===== config.mk =====
export PLATFORM = sky130hd
export DESIGN_NAME = dsp_irq_ctrl
export DESIGN_NICKNAME = d
export VERILOG_FILES = /design/src/rtl/dsp_irq_ctrl.sv
export SDC_FILE = /design/constraint.sdc
export NUM_CORES = 1
export LEC_CHECK = 0
export ABC_CLOCK_PERIOD_IN_PS = 5150
export BUFFER_PORTS_ARGS = -buffer_cell sky130_fd_sc_hd__buf_2
export CORE_ASPECT_RATIO = 0.8
export CORE_MARGIN = 10
export CORE_UTILIZATION = 56
export CTS_BUF_LIST = sky130_fd_sc_hd__clkbuf_4 sky130_fd_sc_hd__clkbuf_8 sky130_fd_sc_hd__clkbuf_16
export DETAILED_ROUTE_END_ITERATION = 6
export GPL_ROUTABILITY_DRIVEN = 0
export GPL_TIMING_DRIVEN = 0
export MAX_ROUTING_LAYER = met4
export PLACE_DENSITY = 0.95
export SLEW_MARGIN = 20
export SYNTH_ARGS = -nofsm -noshare
export SYNTH_HDL_FRONTEND = slang
export SYNTH_SLANG_ARGS = --single-unit

===== constraint.sdc =====
create_clock -name clk -period 5.15 [get_ports clk]
set_clock_uncertainty 0.15 [all_clocks]
set_input_delay 0.7725 -clock clk [delete_from_list [all_inputs] [get_ports clk]]
set_output_delay 0.7725 -clock clk [all_outputs]
set_load 0.05 [all_outputs]

===== src/rtl/dsp_irq_ctrl.sv =====
module dsp_irq_ctrl #(
  parameter int NUM_IRQ = 16,
  parameter int DATA_W = 16,
  parameter int PTR_W = 9,
  parameter int VEC_W = 5,
  parameter logic [PTR_W-1:0] RST_PTR = '1,
  parameter logic [VEC_W-1:0] NMI_VEC = 5'd2,
  parameter logic [VEC_W-1:0] IRQ_VEC_BASE = 5'd16,
  localparam int ADDR_W = PTR_W + VEC_W + 2,
  localparam int IDX_W = $clog2(NUM_IRQ)
) (
  input  logic              clk,
  input  logic              rst_n,
  input  logic              sw_rst,
  input  logic [NUM_IRQ-1:0] irq_in,
  input  logic              nmi_req,
  input  logic              trap_req,
  input  logic [VEC_W-1:0]  trap_vec,
  input  logic              ack,
  input  logic              reti,
  input  logic              wr_en,
  input  logic [1:0]        wr_sel,
  input  logic [DATA_W-1:0] wr_data,
  input  logic [1:0]        rd_sel,
  output logic [DATA_W-1:0] rd_data,
  output logic              take,
  output logic [VEC_W-1:0]  take_vec,
  output logic [ADDR_W-1:0] take_addr
);

  logic [NUM_IRQ-1:0] flag_q, mask_q;
  logic [PTR_W-1:0]   ptr_q;
  logic [IDX_W-1:0]   svc_idx_q, sel_idx;
  logic intm_q, busy_q, nmi_q, svc_mask_q;

  wire [NUM_IRQ-1:0] ready = flag_q & mask_q & {NUM_IRQ{~intm_q}};
  wire any_ready = |ready;
  wire launch = !busy_q && (trap_req || nmi_q || any_ready);
  wire nmi_go = launch && !trap_req && nmi_q;
  wire mask_go = launch && !trap_req && !nmi_q;

  wire [NUM_IRQ-1:0] ack_clr = (busy_q && ack && svc_mask_q) ?
                               ({{(NUM_IRQ-1){1'b0}}, 1'b1} << svc_idx_q) : '0;
  wire [NUM_IRQ-1:0] wr_clr  = (wr_en && wr_sel == 2'd0) ? wr_data[NUM_IRQ-1:0] : '0;

  always_comb begin
    sel_idx = '0;
    for (int i = NUM_IRQ - 1; i >= 0; i--)
      if (ready[i]) sel_idx = IDX_W'(i);
  end

  always_ff @(posedge clk or negedge rst_n) begin
    if (!rst_n) begin
      flag_q     <= '0;
      mask_q     <= '0;
      ptr_q      <= RST_PTR;
      intm_q     <= 1'b1;
      busy_q     <= 1'b0;
      nmi_q      <= 1'b0;
      take       <= 1'b0;
      take_vec   <= '0;
      svc_mask_q <= 1'b0;
      svc_idx_q  <= '0;
    end else if (sw_rst) begin
      flag_q     <= '0;
      intm_q     <= 1'b1;
      busy_q     <= 1'b0;
      nmi_q      <= 1'b0;
      take       <= 1'b0;
      svc_mask_q <= 1'b0;
    end else begin
      flag_q <= (flag_q & ~wr_clr & ~ack_clr) | irq_in;
      nmi_q  <= nmi_req | (nmi_q & ~nmi_go);
      take   <= launch;
      if (launch) begin
        take_vec   <= trap_req ? trap_vec :
                      nmi_q    ? NMI_VEC  : IRQ_VEC_BASE + VEC_W'(sel_idx);
        svc_mask_q <= mask_go;
        svc_idx_q  <= sel_idx;
      end
      if (launch)   busy_q <= 1'b1;
      else if (ack) busy_q <= 1'b0;
      if (launch)                          intm_q <= 1'b1;
      else if (wr_en && wr_sel == 2'd2)    intm_q <= wr_data[0];
      else if (reti)                       intm_q <= 1'b0;
      if (wr_en && wr_sel == 2'd1) mask_q <= wr_data[NUM_IRQ-1:0];
      if (wr_en && wr_sel == 2'd3) ptr_q  <= wr_data[PTR_W-1:0];
    end
  end

  assign take_addr = {ptr_q, take_vec, 2'b00};

  always_comb begin
    case (rd_sel)
      2'd0:    rd_data = DATA_W'(flag_q);
      2'd1:    rd_data = DATA_W'(mask_q);
      2'd2:    rd_data = DATA_W'(intm_q);
      default: rd_data = DATA_W'(ptr_q);
    endcase
  end

endmodule


# ---- Word-level counts from Yosys, hierarchy flattened
# Cells that the tools add are included.
dict set report op_classes {
  n_bitwise 12
  order_cmp 0
  div 0
  n_addsub 1
  eq_ne 5
  shifts 1
  mul 0
  reduce_logical 24
  n_mux 33
}
# operator count
set op_table {}
lappend op_table {{16-bit bitwise AND} 4}
lappend op_table {{4-bit 2-to-1 mux} 16}
lappend op_table {{16-bit 2-to-1 mux} 3}
lappend op_table {{16-bit one-hot mux with 3 select lines} 1}
lappend op_table {{16-bit inverter} 2}
lappend op_table {{16-bit OR} 1}
lappend op_table {{16-bit OR reduction} 1}
lappend op_table {{1-bit by 4-bit << shifter with 16-bit output, first input constant} 1}
lappend op_table {{1-bit 2-to-1 mux} 11}
lappend op_table {{1-bit logical AND} 10}
lappend op_table {{5-bit 2-to-1 mux} 2}
lappend op_table {{2-bit == test, second input constant} 3}
lappend op_table {{2-bit AND reduction} 3}
lappend op_table {{5-bit by 4-bit adder with 5-bit output, first input constant} 1}
lappend op_table {{2-bit by 1-bit == test with 1-bit output, second input constant} 2}
lappend op_table {{2-bit zero test} 2}
lappend op_table {{4-bit nonzero test} 1}
lappend op_table {{1-bit zero test} 3}
lappend op_table {{1-bit inverter} 3}
lappend op_table {{3-bit nonzero test} 1}
lappend op_table {{1-bit logical OR} 2}
lappend op_table {{2-bit nonzero test} 1}
lappend op_table {{1-bit bitwise AND} 1}
lappend op_table {{1-bit OR} 1}
dict set report word_totals {
  mem_count 0
  elab_cells 86
  latchBits 0
  ram_bits 0
  regBits 55
  out_inout_bits 38
  in_bits 49
  romBits 0
}

# ---- Longest topological paths before layout
# Gate-level depths: netlist of run 1.
dict set report logic_depth {
  ltp_word 21
  depth_mapped 8
  depth_no_buf 6
}

# ---- Worst setup path after synthesis of run 1
# Ideal clock, no wire load.
dict set report synth_timing {
  kind {input-to-output}
  startpoint {in rd_sel[0]}
  endpoint {out rd_data[11]}
  setup_slack_ns 2.008
  t_arrival_ns 2.219
  required_ns 4.228
  cell_stages 4
  path_cell_list {clkbuf_1 -> clkbuf_1 -> mux2i_1 -> nor2_1}
}
dict set report synth_between {
  elab_chain_cells 2
}
# item line
set synth_rtl {}
lappend synth_rtl {{start, declared} 24} ;# input logic [1:0] rd_sel,
lappend synth_rtl {{2-bit == test (tied with other cells)} 94} ;# case (rd_sel)
lappend synth_rtl {{16-bit one-hot mux with 3 select lines (*)} 94}
lappend synth_rtl {{end, declared} 25} ;# output logic [DATA_W-1:0] rd_data,
# Mark *: on every way between the ends. The rest lies on a longest branch, timed or not.

# ---- Final worst setup path of run 1
dict set report layout_timing {
  startpoint {in rd_sel[1]}
  endpoint {out rd_data[3]}
}
# Same word-level chain as after synthesis.

==> results.toml, run 1 <==
[yosys]
yosysSeqAreaShare_pct = 47.23
synth_top_area_share_pct = 38.30
yosysTopAreaCell = "dfrtp_1"
synthArstFlopShare_pct = 100.0
yosys_register_bits = 55
yosys_warnings = 0
synthFlopType = "dfrtp_1"
syn-cell-area_um2 = 2940
syn_inst = 299
avgSynthCellArea_um2 = 9.834
ys_types = 41
synth-edff-count = 0
synth.area.top_cells = "dfrtp_1 (38%), mux2_2 (13%), dfstp_2 (8.9%)"

[timing]
layout_setup_ws_ps = 1769
worst_pin_slew_ps = 719.2
slew_headroom_pct = 51.79
setup_viol = 0
grt_setup_unrepaired = "false"
min_period_ps = 3381
maxSlewViolCount = 0
hold_violations = 0
hold_slack_ps = 323.4
min_period_over_period_pct = 65.66
tns_ps = 0
fmax_mhz = 295.7

[setup_path]
path_buf_inv = 3
path_delay_family = "buffers and inverters"
end_kind = "primary output"
crit_chain = "clkbuf_1 -> clkbuf_1 -> mux2_2 -> a22o_1 -> buf_2"
worstPathArrival_ps = 2460
cp-start-kind = "input port"
crit_required_ps = 4230
cpMaxStageDelayCell = "clkbuf_1"
r2r.worst_path.cells = 7
critPathMaxFanout = 10
path_class = "input port to primary output"
cp_num_cells = 5
slowest_delay_ps = 480
cp_common_cell = "clkbuf_1"

[clock_tree]
cts.sinks = 55
htreeDepth = 2
cts_setup_buffers = 0
ctsHoldBuffers = 0
clockBufferDepth = 2
cts_buffers = 5
clockRootBuffer = "clkbuf_8"
cts_tree = "built"
cts_resized = 0
clk_pin_slew_ps = 100
clock_latency_ps = 330

[cells_and_area]
area_growth_pct = 20.81
final_common_cell = "buf_2"
multi_input_area_um2 = 1433
fillers = 382
regArea_um2 = 1389
layout.nets = 437
final_util_pct = 70.53
diodes = 0
layout_common_cells = "buf_2 (83), nand2_1 (48), dfrtp_1 (45)"
stdcell_count = 451
drive_gt1_share_pct = 38.30
fin_area_um2 = 3552

[power]
pwr_density_cell_nw_per_um2 = 390.5
power_mw = 1.387
power_leakage_nw = 1.653
vdd_drop_max_uv = 266.9

[global_routing]
grt_max_degree = 56
grt_overflow = 0
antenna_found_initial = 0
grt_pass1_wl_um = 14100
grt_pass1_vias = 2887
grt_usage_pct = 20.97

[worst_hold_path]
worstHoldPathType = "input port to async pin"

[run]
drv_cap = 0

[placed_design]
dpl.hpwl_um = 6717
dpl-instance-area_um2 = 3435
post-place-ws_ps = 1775
io_buffer_count = 81
placed_cells = 443

[floorplan]
io_pins = 87
die_y_um = 84.81
die_w_um = 101.0
fp-row-count = 23
start_util_pct = 58.39
core_um2 = 5036
die_area_um2 = 8567

[routing]
drt_iter0_drc = 276
wire_per_inst_um = 19.66
drt_wl_total_um = 8867
vias = 2835
avgViaCountPerCell = 6.286
drc = 0
ant_nets = 0
dr.pass1.iters = 5

[run_status]
status = "complete, no violations"
-- synth_stat cells, types with 2 or more instances --
cell type,n
nand2_1,48
dfrtp_1,45
mux2_2,34
nor2_1,31
a31oi_1,17
a22o_1,10
clkbuf_1,10
dfstp_2,10
o21ai_0,10
nor3_1,9
a21oi_1,8
a22oi_1,8
buf_4,7
mux2i_1,7
inv_1,5
nand3_1,5
nor2b_1,5
buf_2,3
a21o_1,2
a22oi_2,2
a32oi_1,2
a41oi_1,2
-- sequential cells by signal, summed over array words and instances (netlist names) --
register,cells
ptr_q,9
nmi_q,1
flag_q,16
busy_q,1
svc_idx_q,4
mask_q,16
take,1
intm_q,1
svc_mask_q,1
take_vec,5
-- metal layers --
metal | global-route usage [%] | part of all wire, % | vias up
li1 | - | - | 1253
met5 | - | 0 | -
met1 | 26.45 | 40 | 1339
met2 | 30.84 | 45 | 208
met4 | 9.102 | 3.2 | 0
met3 | 5.835 | 12 | 35
-- worst register-to-register path, stage by stage (launching register included) --
cell and delay (ps):
dfrtp_1 430, a22oi_1 370, a41oi_1 290, nor4_1 460
or3_1 170, buf_2 160, buf_2 220, o21ai_0 110
-- where the power goes --
part	internal, mW	switching, mW	total (mW)	leakage (nW)
Sequential	0.513	0.0770	0.590	0.667
Clock	0.158	0.150	0.307	0.0612
Combinational	0.161	0.329	0.490	0.924
-- cell type report --
cell class / instances / area share (%)
sequential: 55 / 39.10
multi-input combinational: 219 / 40.33
buffer: 20 / 2.959
timing repair buffer: 81 / 11.48
clock buffer: 6 / 2.325
tap: 62 / 2.184
inverter: 6 / 0.6340
clock inverter: 2 / 0.9863
-- cells by family after synthesis --
group                  Yosys count  synth area share [%]
AO/OA/AOI/OAI                   70                 16.94
buffers and inverters           26                 4.340
AND/OR/NAND/NOR                105                 15.19
flip-flops                      55                 47.23
other                            1                0.1275
multiplexers                    42                 16.17
-- worst paths after layout --
kind / start / endpoint / slack, ps
max: rd_sel[1] / rd_data[3] / 1770
min: rst_n / mask_q[12] / 320
max reg2reg: flag_q[14] / svc_idx_q[1] / 2660
min reg2reg: take_vec[1] / take_vec[1] / 360
max in group asynchronous: rst_n / mask_q[7] / 4070
min in group clk: take_vec[1] / take_vec[1] / 360
No activity file was read; power rests on OpenSTA's default activity.
==> run 2: changes to the inputs <==
- ABC_AREA: not set -> 1
- ABC_CLOCK_PERIOD_IN_PS: 5150 -> 3400
- CORE_UTILIZATION: 56 -> 52
- PLACE_DENSITY: 0.95 -> 0.91
- clock period: 5.15 -> 3.4 ns (I/O delays scaled with it)
==> run 2 against run 1 <==
Net effect:
- register-to-register slack worse by 1500 ps
- wire length is 3.8% higher
- total power up 46%
- area after synthesis up 2.7%
- global-route usage shrank 0.70 points
- via count is 5.5% higher
- sequential power up 48%
- non-clock buffer count grew 1
- final area is 2.7% higher
- worst hold slack got worse by 250 ps
- sequential share of layout area decreased by 1.0 points
==> results.toml, run 2 <==
[run_status]
status = "complete, no violations"

[timing]
maxSlewViolCount = 0
fmax_mhz = 369.3
setup_viol = 0
worst_pin_slew_ps = 694.3
hold_violations = 0
tns_ps = 0
grt_setup_unrepaired = "false"
min_period_over_period_pct = 79.64
slew_headroom_pct = 53.71
min_period_ps = 2708

[global_routing]
grt_usage_pct = 20.27
met3_usage_pct = 3.742
grt.met1_usage_pct = 25.59
grt_overflow = 0
grt_pass1_wl_um = 14900
grt_pass1_vias = 2992
use_met2_pct = 32.37
grt_busiest_layer = "met2"
grt_max_degree = 56
antenna_found_initial = 0

[floorplan]
die_w_um = 105.2
fp-row-count = 24
die_area_um2 = 9273
die_y_um = 88.16
core_um2 = 5525
io_pins = 87
start_util_pct = 54.64

[setup_path]
cp_common_cell = "buf_2"
path_delay_family = "buffers and inverters"
path_buf_inv = 3
crit_required_ps = 2740
r2r_start = "intm_q"
end_kind = "primary output"
slowest_delay_ps = 480
worstPathArrival_ps = 2050
path_class = "input port to primary output"
crit_chain = "buf_2 -> nor2_1 -> clkbuf_1 -> nand2_1 -> nand3_1 -> buf_2"
cp-start-kind = "input port"
critPathMaxFanout = 10
startpoint = "rd_sel[0]"
cpMaxStageDelayCell = "clkbuf_1"

[cells_and_area]
diodes = 0
area_growth_pct = 20.80
fillers = 476
final_common_cell = "buf_2"
final_util_pct = 66.01
reg_top3 = "flag_q x16, mask_q x16, ptr_q x9"
drive_gt1_share_pct = 32.74
layout.nets = 497
layout_common_cells = "buf_2 (83), nand2_1 (82), dfrtp_1 (45)"

[yosys]
synthFlopType = "dfrtp_1"
synth_mux_area_share_pct = 0
syn-cell-area_um2 = 3019
synth_common_cells = "nand2_1 (82), dfrtp_1 (45), inv_1 (41)"
synth.area.top_cells = "dfrtp_1 (37%), nand2_1 (10%), dfstp_2 (8.7%)"
yosysTopAreaCell = "dfrtp_1"
yosys_warnings = 0
synth-compound-area-share_pct = 18.57
synth-adder-area-share_pct = 0
avgSynthCellArea_um2 = 8.481
yosysSeqAreaShare_pct = 46.00
synthXorXnorAreaFrac_pct = 0
yosysMostFrequentCell = "nand2_1"
synthArstFlopShare_pct = 100.0
ys_types = 36
synth-edff-count = 0
syn_inst = 356
synth_top_area_share_pct = 37.30
synth_top_family_by_area = "simple AND/OR/NAND/NOR gates"
synthSimpleGateAreaFrac_pct = 25.16
yosys_register_bits = 55

[routing]
drt_wl_total_um = 9206
wire_per_inst_um = 17.47
drc = 0
dr.pass1.iters = 5
vias = 2992
drt_iter0_drc = 351
ant_nets = 0
avgViaCountPerCell = 5.677

[clock_tree]
clock_latency_ps = 310
cts_setup_buffers = 0
ctsHoldBuffers = 0
clockRootBuffer = "clkbuf_8"
cts.sinks = 55
htreeDepth = 2
cts_tree = "built"
clockBufferDepth = 2
clk_pin_slew_ps = 100
cts_resized = 0
cts_buffers = 5

[placed_design]
io_buffer_count = 84
dpl.hpwl_um = 7162

[worst_hold_path]
worstHoldPathType = "input port to async pin"

[power]
vdd_drop_max_uv = 279.6
power_leakage_nw = 1.893
pwr_density_cell_nw_per_um2 = 553.5

[run]
drv_cap = 0
-- run 2: cell count changes in the layout (fill, tap and decap cells not counted), moves of 7 or more --
cell      change
a31oi_1      -16
nand2_1      +34
nand3_1      +24
mux2i_1       -7
nor2_1       -22
a22oi_1       -8
a21oi_1      +13
nor3_1        -8
o21ai_0      +19
o221ai_1     +16
mux2_2       -34
nand2_2      +10
inv_1        +36
-- run 2: final cells by class --
class | instances | area [um2] | area share, %
timing repair buffer | 84 | 422.9 | 11.60
tap | 78 | 97.59 | 2.676
sequential | 55 | 1389 | 38.08
inverter | 47 | 181.4 | 4.974
buffer | 18 | 125.1 | 3.431
multi-input combinational | 237 | 1328 | 36.40
clock buffer | 8 | 103.9 | 2.847
-- run 2: final timing paths --
path	cells after the start	slack (ps)	endpoint
worst max-delay path	6	690	rd_data[1]
worst min-delay path	1	80	flag_q[11]
worst max register to register	14	1200	take_vec[0]
worst min register to register	2	350	ptr_q[7]
max in group asynchronous	1	2550	take_vec[3]
min in group clk	2	230	busy_q
-- run 2: power breakdown --
group | leakage [nW] | internal [mW] | switching [mW] | total, mW
combinational | 1.16 | 0.205 | 0.531 | 0.735
sequential | 0.674 | 0.772 | 0.103 | 0.875
clock | 0.0549 | 0.195 | 0.214 | 0.409
total | 1.89 | 1.17 | 0.848 | 2.02
-- run 2: logic make-up (layout without fill, tap and decap cells) --
| group | after synthesis | after routing |
|---|---|---|
| DFF | 55 | 55 |
| and+or+nand+nor | 149 | 149 |
| AOI/OAI and AO/OA | 86 | 86 |
| buffers and inverters | 65 | 157 |
| other | 1 | 2 |
-- run 2: metrics by stage --
step / instance area, um2 / std cells / power [mW] / hold slack, ps / worst slack [ps]
final: 3647 / 527 / 2.019 / 75.88 / 692.3
after global routing: 3647 / 527 / 2.104 / 131.6 / 598.9
after CTS: 3647 / 527 / 2.013 / 116.1 / 725.5
after detailed placement: 3543 / 519 / 1.617 / 339.7 / 728.2
after global placement: 3541 / 519 / 1.589 / 333.5 / 809.0
after floorplan: 3023 / 357 / 1.412 / 64.41 / 1056
-- run 2: per-layer routing --
metal  share of wire (%)  up-vias
li1                    -     1373
met1                  44     1423
met2                  47      175
met3                 8.0       21
met4                 1.4        0
met5                   0        -
==> run 3: changes to the inputs <==
- ABC_AREA: 1 -> 0
- ABC_CLOCK_PERIOD_IN_PS: 3400 -> 2680
- clock period: 3.4 -> 2.68 ns (I/O delays scaled with it)
==> run 3 against run 2 <==
Net effect:
- setup slack got worse by 590 ps
- clock-buffer cell count fell by 1
- final area decreased by 2.4%
- critical path depth fell by 1
- global-route usage down 0.31 points
- via count fell by 8.1%
- sequential power increased by 29%
- first-iteration DRC count decreased by 16%
- combinational power up 28%
- wire length is 3.0% lower
- non-clock buffer count stayed put
- highest routed layer unchanged
==> results.toml, run 3 (same netlist as run 1, synthesis figures left out) <==
[run_status]
status = "complete, no violations"

[cells_and_area]
layout.nets = 438
reg_top3 = "flag_q x16, mask_q x16, ptr_q x9"
final_common_cell = "buf_2"
drive_gt1_share_pct = 38.21
layout_common_cells = "buf_2 (83), nand2_1 (48), dfrtp_1 (45)"
stdcell_count = 468
diodes = 0
area_growth_pct = 21.06

[routing]
drc = 0
avgViaCountPerCell = 5.876
wire_per_inst_um = 19.08
ant_nets = 0
vias = 2750
dr.pass1.iters = 5
drt_wl_total_um = 8930
drt_iter0_drc = 295

[power]
vdd_drop_max_uv = 346.6
power_leakage_nw = 1.650
pwr_density_cell_nw_per_um2 = 722.1
power_mw = 2.571

[global_routing]
grt_overflow = 0
grt_usage_pct = 19.96
antenna_found_initial = 0
grt_max_degree = 56
grt_pass1_vias = 2850
grt_pass1_wl_um = 14230

[worst_hold_path]
hold_path.startpoint = "ack"
worstHoldPathType = "input port to register"
holdPathEnd = "busy_q"
min_path_cells = 2

[timing]
worst_pin_slew_ps = 1012
min_period_over_period_pct = 96.24
grt_setup_unrepaired = "false"
slew_headroom_pct = 32.01
setup_viol = 0
min_period_ps = 2579
tns_ps = 0
fmax_mhz = 387.7
hold_violations = 0
hold_slack_ps = 134.2
maxSlewViolCount = 0

[clock_tree]
cts_buffers = 5
htreeDepth = 2
clock_latency_ps = 320
cts.sinks = 55
clk_pin_slew_ps = 80
clockRootBuffer = "clkbuf_8"
clockBufferDepth = 2
cts_tree = "built"

[setup_path]
cp-start-kind = "input port"
end_kind = "primary output"
rr_endpoint = "svc_idx_q[2]"
r2r_start = "flag_q[3]"
path_class = "input port to primary output"
worstPathArrival_ps = 2030
critPathMaxFanout = 10
crit_required_ps = 2130
rrSetupSlack_ps = 210
r2r.worst_path.cells = 7

[floorplan]
core_um2 = 5465
die_w_um = 104.1
die_y_um = 87.26
start_util_pct = 53.80
die_area_um2 = 9081
fp-row-count = 24
io_pins = 87

[run]
drv_cap = 0

[placed_design]
placed_cells = 459
dpl.hpwl_um = 6735
io_buffer_count = 81
-- run 3: cell count changes in the layout (fill, tap and decap cells not counted), moves of 19 or more --
cell | previous run | this run
inv_1 | 41 | 5
mux2_2 | 0 | 34
nand2_1 | 82 | 48
nand3_1 | 29 | 5
nor2_1 | 9 | 31
o21ai_0 | 29 | 10
-- run 3: critical path, cell delays in order --
cell and delay [ps]:
clkbuf_1 230, clkbuf_2 310, nor2_1 520, a22o_1 280, buf_2 280
-- run 3: final cells by class --
class,instances,area [um2]
Clock inverter,1,8.758
Buffer,20,106.4
Fill cell,480,1906
Clock buffer,7,90.09
Timing Repair Buffer,82,417.9
Multi-Input combinational cell,219,1428
Inverter,6,22.52
Tap cell,78,97.59
Sequential cell,55,1389
-- run 3: what timing repair did --
action | in CTS | in global routing
hold buffers | 1 | 0
setup endpoints to repair | 0 | 8
buffers inserted | 0 | 0
resized for setup | 0 | 2
endpoints found under the hold margin | 19 | 0
-- run 3: worst max-delay path by stage --
| stage | startpoint | end | slack (ps) | cells past startpoint |
|---|---|---|---|---|
| after floorplan | rd_sel[0] | rd_data[11] | 280 | 4 |
| after global placement | rd_sel[1] | rd_data[8] | 50 | 5 |
| after detailed placement | rd_sel[1] | rd_data[8] | 20 | 5 |
| after CTS | rd_sel[1] | rd_data[8] | 30 | 5 |
| after global routing | flag_q[12] | svc_idx_q[2] | 2 | 8 |
| final | rd_sel[1] | rd_data[8] | 100 | 5 |
-- run 3: power breakdown --
group / internal (mW) / leakage [nW] / total (mW) / switching, mW
Combinational: 0.310 / 0.930 / 0.942 / 0.632
Clock: 0.222 / 0.0519 / 0.497 / 0.274
Sequential: 0.985 / 0.667 / 1.13 / 0.146
-- run 3: per-layer routing --
layer / up-vias / part of all wire (%) / track usage [%]
met5: - / 0 / -
met4: 0 / 1.8 / 5.801
met3: 17 / 9.0 / 5.843
met2: 164 / 48 / 31.95
met1: 1313 / 41 / 24.17
li1: 1256 / - / -
-- run 3: stage by stage --
step	cell area, um2	util [%]	setup WS (ps)
detailed placement	3450	63.12	21.32
finish	3560	65.13	100.7
global route	3560	65.13	1.982
CTS	3558	65.11	28.31
global placement	3447	63.07	53.14
floorplan	2944	-	279.1
